`src/rtl/sbs_pkg.sv`:
```
// Shared types for the system-bus slave front end.
// Assumes a two-bit cycle-type field on the bus.
package sbs_pkg;
    typedef enum logic [1:0] {
        ST_IDLE = 2'd0,
        ST_MEM  = 2'd1,
        ST_ACK  = 2'd2
    } sbs_state_e;

    localparam logic [1:0] CT_READ   = 2'b00;
    localparam logic [1:0] CT_RPAUSE = 2'b01;
    localparam logic [1:0] CT_WWORD  = 2'b10;
    localparam logic [1:0] CT_WBYTE  = 2'b11;
endpackage

```
`src/rtl/sbs_match.sv`:
```
// Range matcher: compares the high address bits with a configured value.
// Only the bits enabled by the mask take part; it is purely combinational.
module sbs_match #(
    parameter int MATCH_W = 5
) (
    input  logic [MATCH_W-1:0] addr_hi,
    input  logic [MATCH_W-1:0] cfg_base,
    input  logic [MATCH_W-1:0] cfg_mask,
    output logic               hit
);
    // hit when no enabled bit differs
    always_comb begin
        hit = ((addr_hi ^ cfg_base) & cfg_mask) == '0;
    end
endmodule

```
`src/rtl/sbs_map.sv`:
```
// Address mapper: loads the memory address register from an accepted bus
// address and decodes the module select. Assumes an 18-bit bus address
// and a 15-bit register whose top bits name the module.
module sbs_map #(
    parameter int ADDR_W  = 18,
    parameter int MAR_W   = 15,
    parameter int MOD_CNT = 4
) (
    input  logic              clk,
    input  logic              rst_n,
    input  logic              load,
    input  logic              cfg_route,
    input  logic [ADDR_W-1:0] bus_addr,
    output logic [MAR_W-1:0]  mar,
    output logic [MOD_CNT-1:0] mod_sel
);
    localparam int SEL_W  = $clog2(MOD_CNT);
    localparam int SEL_LO = MAR_W - SEL_W;
    localparam int MID_LO = 1;
    localparam int MID_HI = SEL_LO - 2;

    logic [MAR_W-1:0] mapped;

    // bit placement of the incoming address
    always_comb begin
        mapped = '0;
        mapped[MAR_W-1:SEL_LO]  = bus_addr[MAR_W-1:SEL_LO];
        mapped[MID_HI:MID_LO]   = bus_addr[MID_HI+1:MID_LO+1];
        if (cfg_route) begin
            mapped[SEL_LO-1] = bus_addr[1];
            mapped[0]        = bus_addr[MAR_W];
        end else begin
            mapped[SEL_LO-1] = bus_addr[MAR_W];
            mapped[0]        = bus_addr[1];
        end
    end

    // memory address register
    always_ff @(posedge clk) begin
        if (!rst_n) mar <= '0;
        else if (load) mar <= mapped;
    end

    // one-hot module decode
    for (genvar k = 0; k < MOD_CNT; k++) begin : g_sel
        assign mod_sel[k] = (mar[MAR_W-1:SEL_LO] == SEL_W'(k));
    end


    modsel_onehot_chk: assert property (@(posedge clk) disable iff (!rst_n)
        $countones(mod_sel) == 1);
endmodule

```
`src/rtl/sbs_ctrl.sv`:
```
// Cycle controller: interlocked sync handshake, array request/done, and
// the write and read data registers. Assumes the master holds address,
// type and data stable while master sync is high.
module sbs_ctrl #(
    parameter int DATA_W = 16
) (
    input  logic              clk,
    input  logic              rst_n,
    input  logic              bus_msync,
    input  logic              hit,
    input  logic [1:0]        bus_ctl,
    input  logic              byte_odd,
    input  logic [DATA_W-1:0] bus_data_in,
    input  logic              mem_done,
    input  logic [DATA_W-1:0] mem_rdata,
    output logic              load,
    output logic              mem_req,
    output logic              mem_we,
    output logic [1:0]        mem_be,
    output logic [DATA_W-1:0] mem_wdata,
    output logic [DATA_W-1:0] bus_data_out,
    output logic              bus_data_oe,
    output logic              bus_ssync
);
    import sbs_pkg::*;

    sbs_state_e state;

    // claim decision and array request
    always_comb begin
        load    = (state == ST_IDLE) && bus_msync && hit;
        mem_req = (state == ST_MEM);
    end

    // handshake sequencing and data capture
    always_ff @(posedge clk) begin
        if (!rst_n) begin
            state        <= ST_IDLE;
            mem_we       <= 1'b0;
            mem_be       <= 2'b00;
            mem_wdata    <= '0;
            bus_data_out <= '0;
            bus_data_oe  <= 1'b0;
            bus_ssync    <= 1'b0;
        end else begin
            case (state)
                ST_IDLE: if (load) begin
                    state     <= ST_MEM;
                    mem_we    <= bus_ctl[1];
                    mem_wdata <= bus_data_in;
                    if (bus_ctl == CT_WBYTE) mem_be <= byte_odd ? 2'b10 : 2'b01;
                    else                     mem_be <= 2'b11;
                end
                ST_MEM: if (mem_done) begin
                    state     <= ST_ACK;
                    bus_ssync <= 1'b1;
                    if (!mem_we) begin
                        bus_data_out <= mem_rdata;
                        bus_data_oe  <= 1'b1;
                    end
                end
                ST_ACK: if (!bus_msync) begin
                    state       <= ST_IDLE;
                    bus_ssync   <= 1'b0;
                    bus_data_oe <= 1'b0;
                end
                default: state <= ST_IDLE;
            endcase
        end
    end


    claim_chk: assert property (@(posedge clk) disable iff (!rst_n)
        $rose(mem_req) |-> $past(bus_msync && hit));

    ssync_after_done_chk: assert property (@(posedge clk) disable iff (!rst_n)
        $rose(bus_ssync) |-> $past(mem_done));

    ssync_hold_chk: assert property (@(posedge clk) disable iff (!rst_n)
        bus_ssync && bus_msync |=> bus_ssync);

    ssync_drop_chk: assert property (@(posedge clk) disable iff (!rst_n)
        bus_ssync && !bus_msync |=> !bus_ssync && !bus_data_oe);

    oe_write_chk: assert property (@(posedge clk) disable iff (!rst_n)
        bus_data_oe |-> !mem_we);

    req_hold_chk: assert property (@(posedge clk) disable iff (!rst_n)
        mem_req && !mem_done |=> mem_req);
endmodule

```
`src/rtl/sysbus_slave_front.sv`:
```
// System-bus slave front end for one memory controller: range claim,
// address mapping, module select and interlocked sync reply.
// Assumes the bus data lines are split into in, out and enable.
module sysbus_slave_front #(
    parameter int ADDR_W  = 18,
    parameter int DATA_W  = 16,
    parameter int MATCH_W = 5,
    parameter int MAR_W   = 15,
    parameter int MOD_CNT = 4
) (
    input  logic               clk,
    input  logic               rst_n,
    input  logic [MATCH_W-1:0] cfg_base,
    input  logic [MATCH_W-1:0] cfg_mask,
    input  logic               cfg_route,
    input  logic [ADDR_W-1:0]  bus_addr,
    input  logic [1:0]         bus_ctl,
    input  logic               bus_msync,
    input  logic [DATA_W-1:0]  bus_data_in,
    output logic [DATA_W-1:0]  bus_data_out,
    output logic               bus_data_oe,
    output logic               bus_ssync,
    output logic               mem_req,
    output logic               mem_we,
    output logic [1:0]         mem_be,
    output logic [MAR_W-1:0]   mem_addr,
    output logic [MOD_CNT-1:0] mem_mod_sel,
    output logic [DATA_W-1:0]  mem_wdata,
    input  logic [DATA_W-1:0]  mem_rdata,
    input  logic               mem_done
);
    logic hit;
    logic load;

    sbs_match #(.MATCH_W(MATCH_W)) u_match (
        .addr_hi  (bus_addr[ADDR_W-1 -: MATCH_W]),
        .cfg_base (cfg_base),
        .cfg_mask (cfg_mask),
        .hit      (hit)
    );

    sbs_map #(.ADDR_W(ADDR_W), .MAR_W(MAR_W), .MOD_CNT(MOD_CNT)) u_map (
        .clk       (clk),
        .rst_n     (rst_n),
        .load      (load),
        .cfg_route (cfg_route),
        .bus_addr  (bus_addr),
        .mar       (mem_addr),
        .mod_sel   (mem_mod_sel)
    );

    sbs_ctrl #(.DATA_W(DATA_W)) u_ctrl (
        .clk          (clk),
        .rst_n        (rst_n),
        .bus_msync    (bus_msync),
        .hit          (hit),
        .bus_ctl      (bus_ctl),
        .byte_odd     (bus_addr[0]),
        .bus_data_in  (bus_data_in),
        .mem_done     (mem_done),
        .mem_rdata    (mem_rdata),
        .load         (load),
        .mem_req      (mem_req),
        .mem_we       (mem_we),
        .mem_be       (mem_be),
        .mem_wdata    (mem_wdata),
        .bus_data_out (bus_data_out),
        .bus_data_oe  (bus_data_oe),
        .bus_ssync    (bus_ssync)
    );
endmodule

```
`config.mk`:
```
export PLATFORM = sky130hd
export DESIGN_NAME = sysbus_slave_front
export DESIGN_NICKNAME = d
export VERILOG_FILES = /design/src/rtl/sbs_pkg.sv /design/src/rtl/sbs_match.sv /design/src/rtl/sbs_map.sv /design/src/rtl/sbs_ctrl.sv /design/src/rtl/sysbus_slave_front.sv
export SDC_FILE = /design/constraint.sdc
export NUM_CORES = 1
export LEC_CHECK = 0
export BUFFER_PORTS_ARGS = -buffer_cell sky130_fd_sc_hd__clkbuf_2
export CAP_MARGIN = 30
export CORE_UTILIZATION = 44
export CTS_CLUSTER_SIZE = 24
export DETAILED_ROUTE_END_ITERATION = 10
export GPL_TIMING_DRIVEN = 0
export MAX_ROUTING_LAYER = met4
export PLACE_DENSITY = 0.79
export SYNTH_ARGS = -nofsm -noshare
export SYNTH_HDL_FRONTEND = slang
export SYNTH_SLANG_ARGS = --single-unit
```
`constraint.sdc`:
```
create_clock -name clk -period 1.78 [get_ports clk]
set_input_delay 0 -clock clk [delete_from_list [all_inputs] [get_ports clk]]
set_output_delay 0 -clock clk [all_outputs]
set_load 0.02 [all_outputs]
```
==> results of run 1 <==
## per-stage QoR
stage	cells	TNS (ns)	cell area [um^2]
floorplan	254	0	2240
global placement	443	0	2940
detailed placement	443	0	2940
CTS	498	0	3500
global route	498	-0.0249	3510
finish	498	0	3510
## cell usage in the layout (no fill, tap or decap), types with 4 or more instances in the layout
| master | synthesis | routed |
|---|---|---|
| dlygate4sd3_1 | 0 | 47 |
| mux2i_1 | 33 | 33 |
| xor2_1 | 5 | 5 |
| dfxtp_1 | 54 | 54 |
| a31oi_1 | 4 | 4 |
| nand2_1 | 95 | 95 |
| clkbuf_2 | 1 | 125 |
| clkbuf_1 | 12 | 11 |
| nor2_1 | 6 | 6 |
| clkbuf_8 | 0 | 6 |
| a21oi_1 | 18 | 18 |
| buf_12 | 4 | 4 |
## power by group
group	total, mW	internal (mW)	leakage [nW]	switching (mW)
sequential	1.30	1.26	0.438	0.0335
combinational	0.539	0.265	1.11	0.275
clock	0.694	0.315	0.0482	0.379
total	2.53	1.84	1.59	0.687
## sequential cells by signal, indices dropped and copies added (netlist names)
name                 cells
u_ctrl.bus_data_oe       1
u_ctrl.bus_data_out     16
u_ctrl.bus_ssync         1
u_ctrl.mem_be            2
u_ctrl.mem_wdata        16
u_ctrl.mem_we            1
u_ctrl.state             2
u_map.mar               15
## final timing paths
path	endpoint	from	cells past startpoint	slack (ns)
worst min register to register	u_ctrl.mem_wdata[9]	u_ctrl.mem_wdata[9]	2	0.46
worst min-delay path	u_ctrl.mem_be[1]	bus_addr[0]	3	0.03
worst max-delay path	u_ctrl.mem_wdata[1]	bus_msync	8	0.08
worst max register to register	u_ctrl.mem_wdata[1]	u_ctrl.state[1]	6	0.10
## critical path: stages
cell	delay, ns
dlygate4sd3_1	0.53
clkbuf_2	0.12
inv_1	0.07
a2111oi_4	0.41
and3_4	0.27
buf_12	0.14
buf_12	0.14
mux2i_1	0.23
## cells by family (layout without fill, tap and decap cells)
kind of cell / Yosys count / count (layout) / synth area share [%]
buffers and inverters: 20 / 197 / 6.30
AOI/OAI and AO/OA: 32 / 32 / 9.15
DFF: 54 / 54 / 48.2
and+or+nand+nor: 110 / 110 / 19.7
xor gates and xnor gates: 5 / 5 / 1.95
muxes: 33 / 33 / 14.7
## routing by layer
layer | vias to the layer above | track usage, % | wire length [um]
li1 | 1186 | - | -
met1 | 1054 | 27.9 | 2840
met2 | 119 | 41.2 | 3010
met3 | 10 | 5.62 | 524
met4 | 0 | 5.77 | 78
met5 | - | - | 0
## area by class of cell
cell class | instances | area [um^2] | share of cell area, %
Buffer | 17 | 133 | 3.77
Clock buffer | 7 | 86.3 | 2.46
Clock inverter | 1 | 5.00 | 0.142
Inverter | 3 | 11.3 | 0.321
Multi-Input combinational cell | 180 | 1030 | 29.4
Sequential cell | 54 | 1080 | 30.8
Tap cell | 67 | 83.8 | 2.39
Timing Repair Buffer | 169 | 1080 | 30.8
## repair_timing
item,4_1_cts,5_1_grt
endpoints found under the hold margin,47,0
hold buffers,47,0
buffers inserted,0,0
setup endpoints to repair,0,36
gates resized for setup,0,6
==> flow_summary.ini, run 1 <==
[clock_network]
h-tree-depth = 2
cts.clk_slew.worst_paths_ns = 0.10
clock_latency_ns = 0.30
cts-root-buf = clkbuf_8
cts_tree = done
clock_sinks = 54
numCtsBuffers = 5
max-clock-path-buffers = 2

[logic_synthesis]
synth_edf_count = 0
ys_types = 24
syn_nets = 321
seq_area_frac_synth_pct = 48.2
netlist_area_um2 = 2240
ys_warn_count = 0
yosys.cell_count.top_type = nand2_1
async_flop_share_pct = 0
yosys.area.top_type = dfxtp_1
synth-main-ff-cell = dfxtp_1
synth_common_cells = nand2_1, dfxtp_1, mux2i_1, a21oi_1, clkbuf_1
syn_avg_cell_area_um2 = 8.83
synthCells = 254
ys_top_cells_by_area = dfxtp_1, nand2_1, mux2i_1
synth_top_area_share_pct = 48.2
synth_seq_cells = 54

[global_routing]
grt_pass1_wl_mm = 9.60
track_usage_pct = 23.8
grt_pass1_vias = 2227
overflow = 0
grt_max_degree = 16
antenna_found_initial = 0

[placement]
place.port_buffers = 122
dpl.hpwl_mm = 4.06
gp_congestion = 0.737
pre_cts_ws_ns = 0.0525

[routing]
final_antenna_net_count = 0
vias_per_cell = 4.76
wire_per_inst_um = 13.0
drcViolationCount = 0
drt_iter0_drc = 78
dr_total_vias = 2369
wirelength_mm = 6.45
drt_first_pass_iters = 4

[final_layout]
diodes = 0
nFillCells = 371
nets = 497
drive_gt1_share_pct = 32.5
final_core_util_pct = 72.9
area_growth_pct = 56.6

[power]
ir_drop_v = 0.000414
total_power_mw = 2.53
cellLeakagePower_nw = 1.59
power_density_nw_per_um2 = 720

[die]
fp.coreArea_um2 = 4820
die_height_um = 73.4
io_pins = 124
start_util_pct = 46.6
dieArea_um2 = 5390
num_rows = 25
die_width_um = 73.4

[sta]
relSlewSlack_pct = 69.5
whs_ns = 0.0336
finalMaxSlewViolations = 0
finClkSkew_ns = 0.00768
finalCriticalPeriod_ns = 1.70
min_period_over_period_pct = 95.6
finalSetupViolCount = 0
max_freq_mhz = 588
hold_viol = 0
finalWorstSetupSlack_ns = 0.0785
worst_slew_pin_slew_ns = 0.458

[worst_setup_path]
crit_fanout = 10
cp-start-kind = input pin
worst_setup_path_end_kind = flip-flop
arrival_ns = 1.92
worstSetupPathType = input pin to flip-flop
cp.required_ns = 2.00

[worst_hold_path]
min_path_type = input pin to flip-flop

[flow_run]
drv_cap = 0

[outcome]
status = complete, no violations
No activity file was read; power rests on OpenSTA's default activity.
==> run 2, diff against run 1 <==
- PLACE_DENSITY: 0.79 -> 0.88
- SETUP_SLACK_MARGIN: unset -> 0.02
==> run 2 against run 1 <==
Count of clock-buffer cells in the layout down 2. Core utilization up 0.42 points. Critical path depth unchanged. Largest power group unchanged. Die area unchanged. Combinational power about the same. Flip-flop and latch count unchanged. Non-clock buffer count unchanged.
==> flow_summary.ini, run 2 (synthesis gave the netlist of run 1 again) <==
[clock_network]
max-clock-path-buffers = 2
cts_tree = done
clock_sinks = 54
cts.clk_slew.worst_paths_ns = 0.10
numCtsBuffers = 5
cts-root-buf = clkbuf_8
h-tree-depth = 2
clock_latency_ns = 0.30
cts_setup_buffers = 0

[power]
power_density_nw_per_um2 = 758
switching_share_pct = 27.1
seq_power_share_pct = 48.4
intPower_mw = 1.95
comb_power_share_pct = 20.2
total_power_mw = 2.68
switching_power_uw = 725
ir_drop_v = 0.000670
clock_power_share_pct = 31.4
cellLeakagePower_nw = 1.61

[sta]
min_period_over_period_pct = 93.9
finalWorstSetupSlack_ns = 0.109
relSlewSlack_pct = 67.4
finalCriticalPeriod_ns = 1.67
finClkSkew_ns = 0.00922
hold_viol = 0
rsz0062_at_grt = no
finalMaxSlewViolations = 0
setup_tns_ns = 0
max_freq_mhz = 599
whs_ns = 0.0172
worst_slew_pin_slew_ns = 0.487
finalSetupViolCount = 0

[worst_setup_path]
critPathMaxStageDelay_ns = 0.52
crit_fanout = 10
cp.required_ns = 2.00
crit_chain = dlygate4sd3_1, clkbuf_2, inv_1, a2111oi_4, and3_4, buf_12, buf_12, mux2i_1
crit_top_cell = buf_12
arrival_ns = 1.89
startpoint = bus_msync
path_delay_family = buffers and inverters
timing.rr.start = u_ctrl.state[1]
worstSetupPathType = input pin to flip-flop
regToRegSetupSlack_ns = 0.12
crit_buf_inv = 5
cp-start-kind = input pin
worst_setup_path_end_kind = flip-flop
critPathSlowestCell = dlygate4sd3_1

[die]
dieArea_um2 = 5390
io_pins = 124
start_util_pct = 46.6
die_width_um = 73.4
die_height_um = 73.4
num_rows = 25
fp.coreArea_um2 = 4820

[placement]
dpl.hpwl_mm = 4.25
pre_cts_ws_ns = 0.0511
gp_congestion = 0.770
place.port_buffers = 122

[worst_hold_path]
hold_start = bus_addr[0]
min_path_type = input pin to flip-flop

[routing]
drt_first_pass_iters = 4
vias_per_cell = 4.88
wirelength_mm = 6.93
wire_per_inst_um = 13.9
dr_total_vias = 2431
drcViolationCount = 0
final_antenna_net_count = 0
drt_iter0_drc = 97

[global_routing]
grt_pass1_vias = 2315
antenna_found_initial = 0
track_usage_pct = 25.8
grt_pass1_wl_mm = 10.2
overflow = 0
grt_max_degree = 19

[final_layout]
final_cell_mix = clkbuf_2, nand2_1, dfxtp_1
drive_gt1_share_pct = 32.9
final_common_cell = clkbuf_2
largestRegisters = u_ctrl.bus_data_out: 16 flops, u_ctrl.mem_wdata: 16 flops, u_map.mar: 15 flops
diodes = 0
final_core_util_pct = 73.4
nets = 497
area_growth_pct = 57.5
nFillCells = 341

[flow_run]
drv_cap = 0

[outcome]
status = complete, no violations
## run 2: cell count changes in the layout (fill, tap and decap cells not counted)
cell / delta
bufinv_16: +1
clkbuf_1: -1
clkbuf_8: -1
clkinv_2: -1
clkinv_4: +1
dfxtp_1: -1
dfxtp_2: +1
inv_6: +1
nor3_2: +1
nor3_4: -1
## run 2: layout make-up
type                       instances  area, um^2  share of cell area [%]
clock buffer                       5        68.8                    1.95
sequential                        54        1080                    30.6
timing repair buffer             169        1080                    30.6
clock inverter                     3        47.5                    1.35
tap                               67        83.8                    2.37
buffer                            17         133                    3.75
inverter                           3        11.3                   0.319
multi-input combinational        180        1030                    29.0
## run 2: per-layer routing
metal  GRT usage, %  vias to the layer above  wire [um]
met2           48.6                      131       3490
met1           26.7                     1099       2790
met4           7.26                        0        118
li1               -                     1186          -
met5              -                        -          0
met3           5.90                       15        531
## run 2: worst paths after layout
kind	depth (start not counted)	endpoint
max	8	u_ctrl.mem_wdata[11]
min	3	u_ctrl.mem_be[1]
max reg2reg	6	u_ctrl.bus_data_out[11]
min reg2reg	2	u_ctrl.mem_be[1]
## run 2: what timing repair did
item | CTS | global route
resized for setup | 0 | 6
hold endpoints to repair | 47 | 0
hold buffers | 47 | 0
endpoints found under the setup margin | 0 | 38
## run 2: worst min-delay path: stages
cell and delay [ns]:
clkbuf_2 0.09, o21ai_0 0.08, mux2i_1 0.11
## run 2: through the flow
step | std cells | area (um^2)
3_5_place_dp | 443 | 2940
3_3_place_gp | 443 | 2940
6_report | 498 | 3530
4_1_cts | 498 | 3520
5_1_grt | 498 | 3530
2_1_floorplan | 254 | 2240
## run 2: power groups by stage
stage               clock (mW)  combinational (mW)  sequential [mW]
finish                   0.840               0.542             1.30
global placement             0               0.439             1.32
CTS                      0.849               0.529             1.30
global route             0.900               0.580             1.30
detailed placement           0               0.448             1.32
floorplan                    0               0.209             1.38
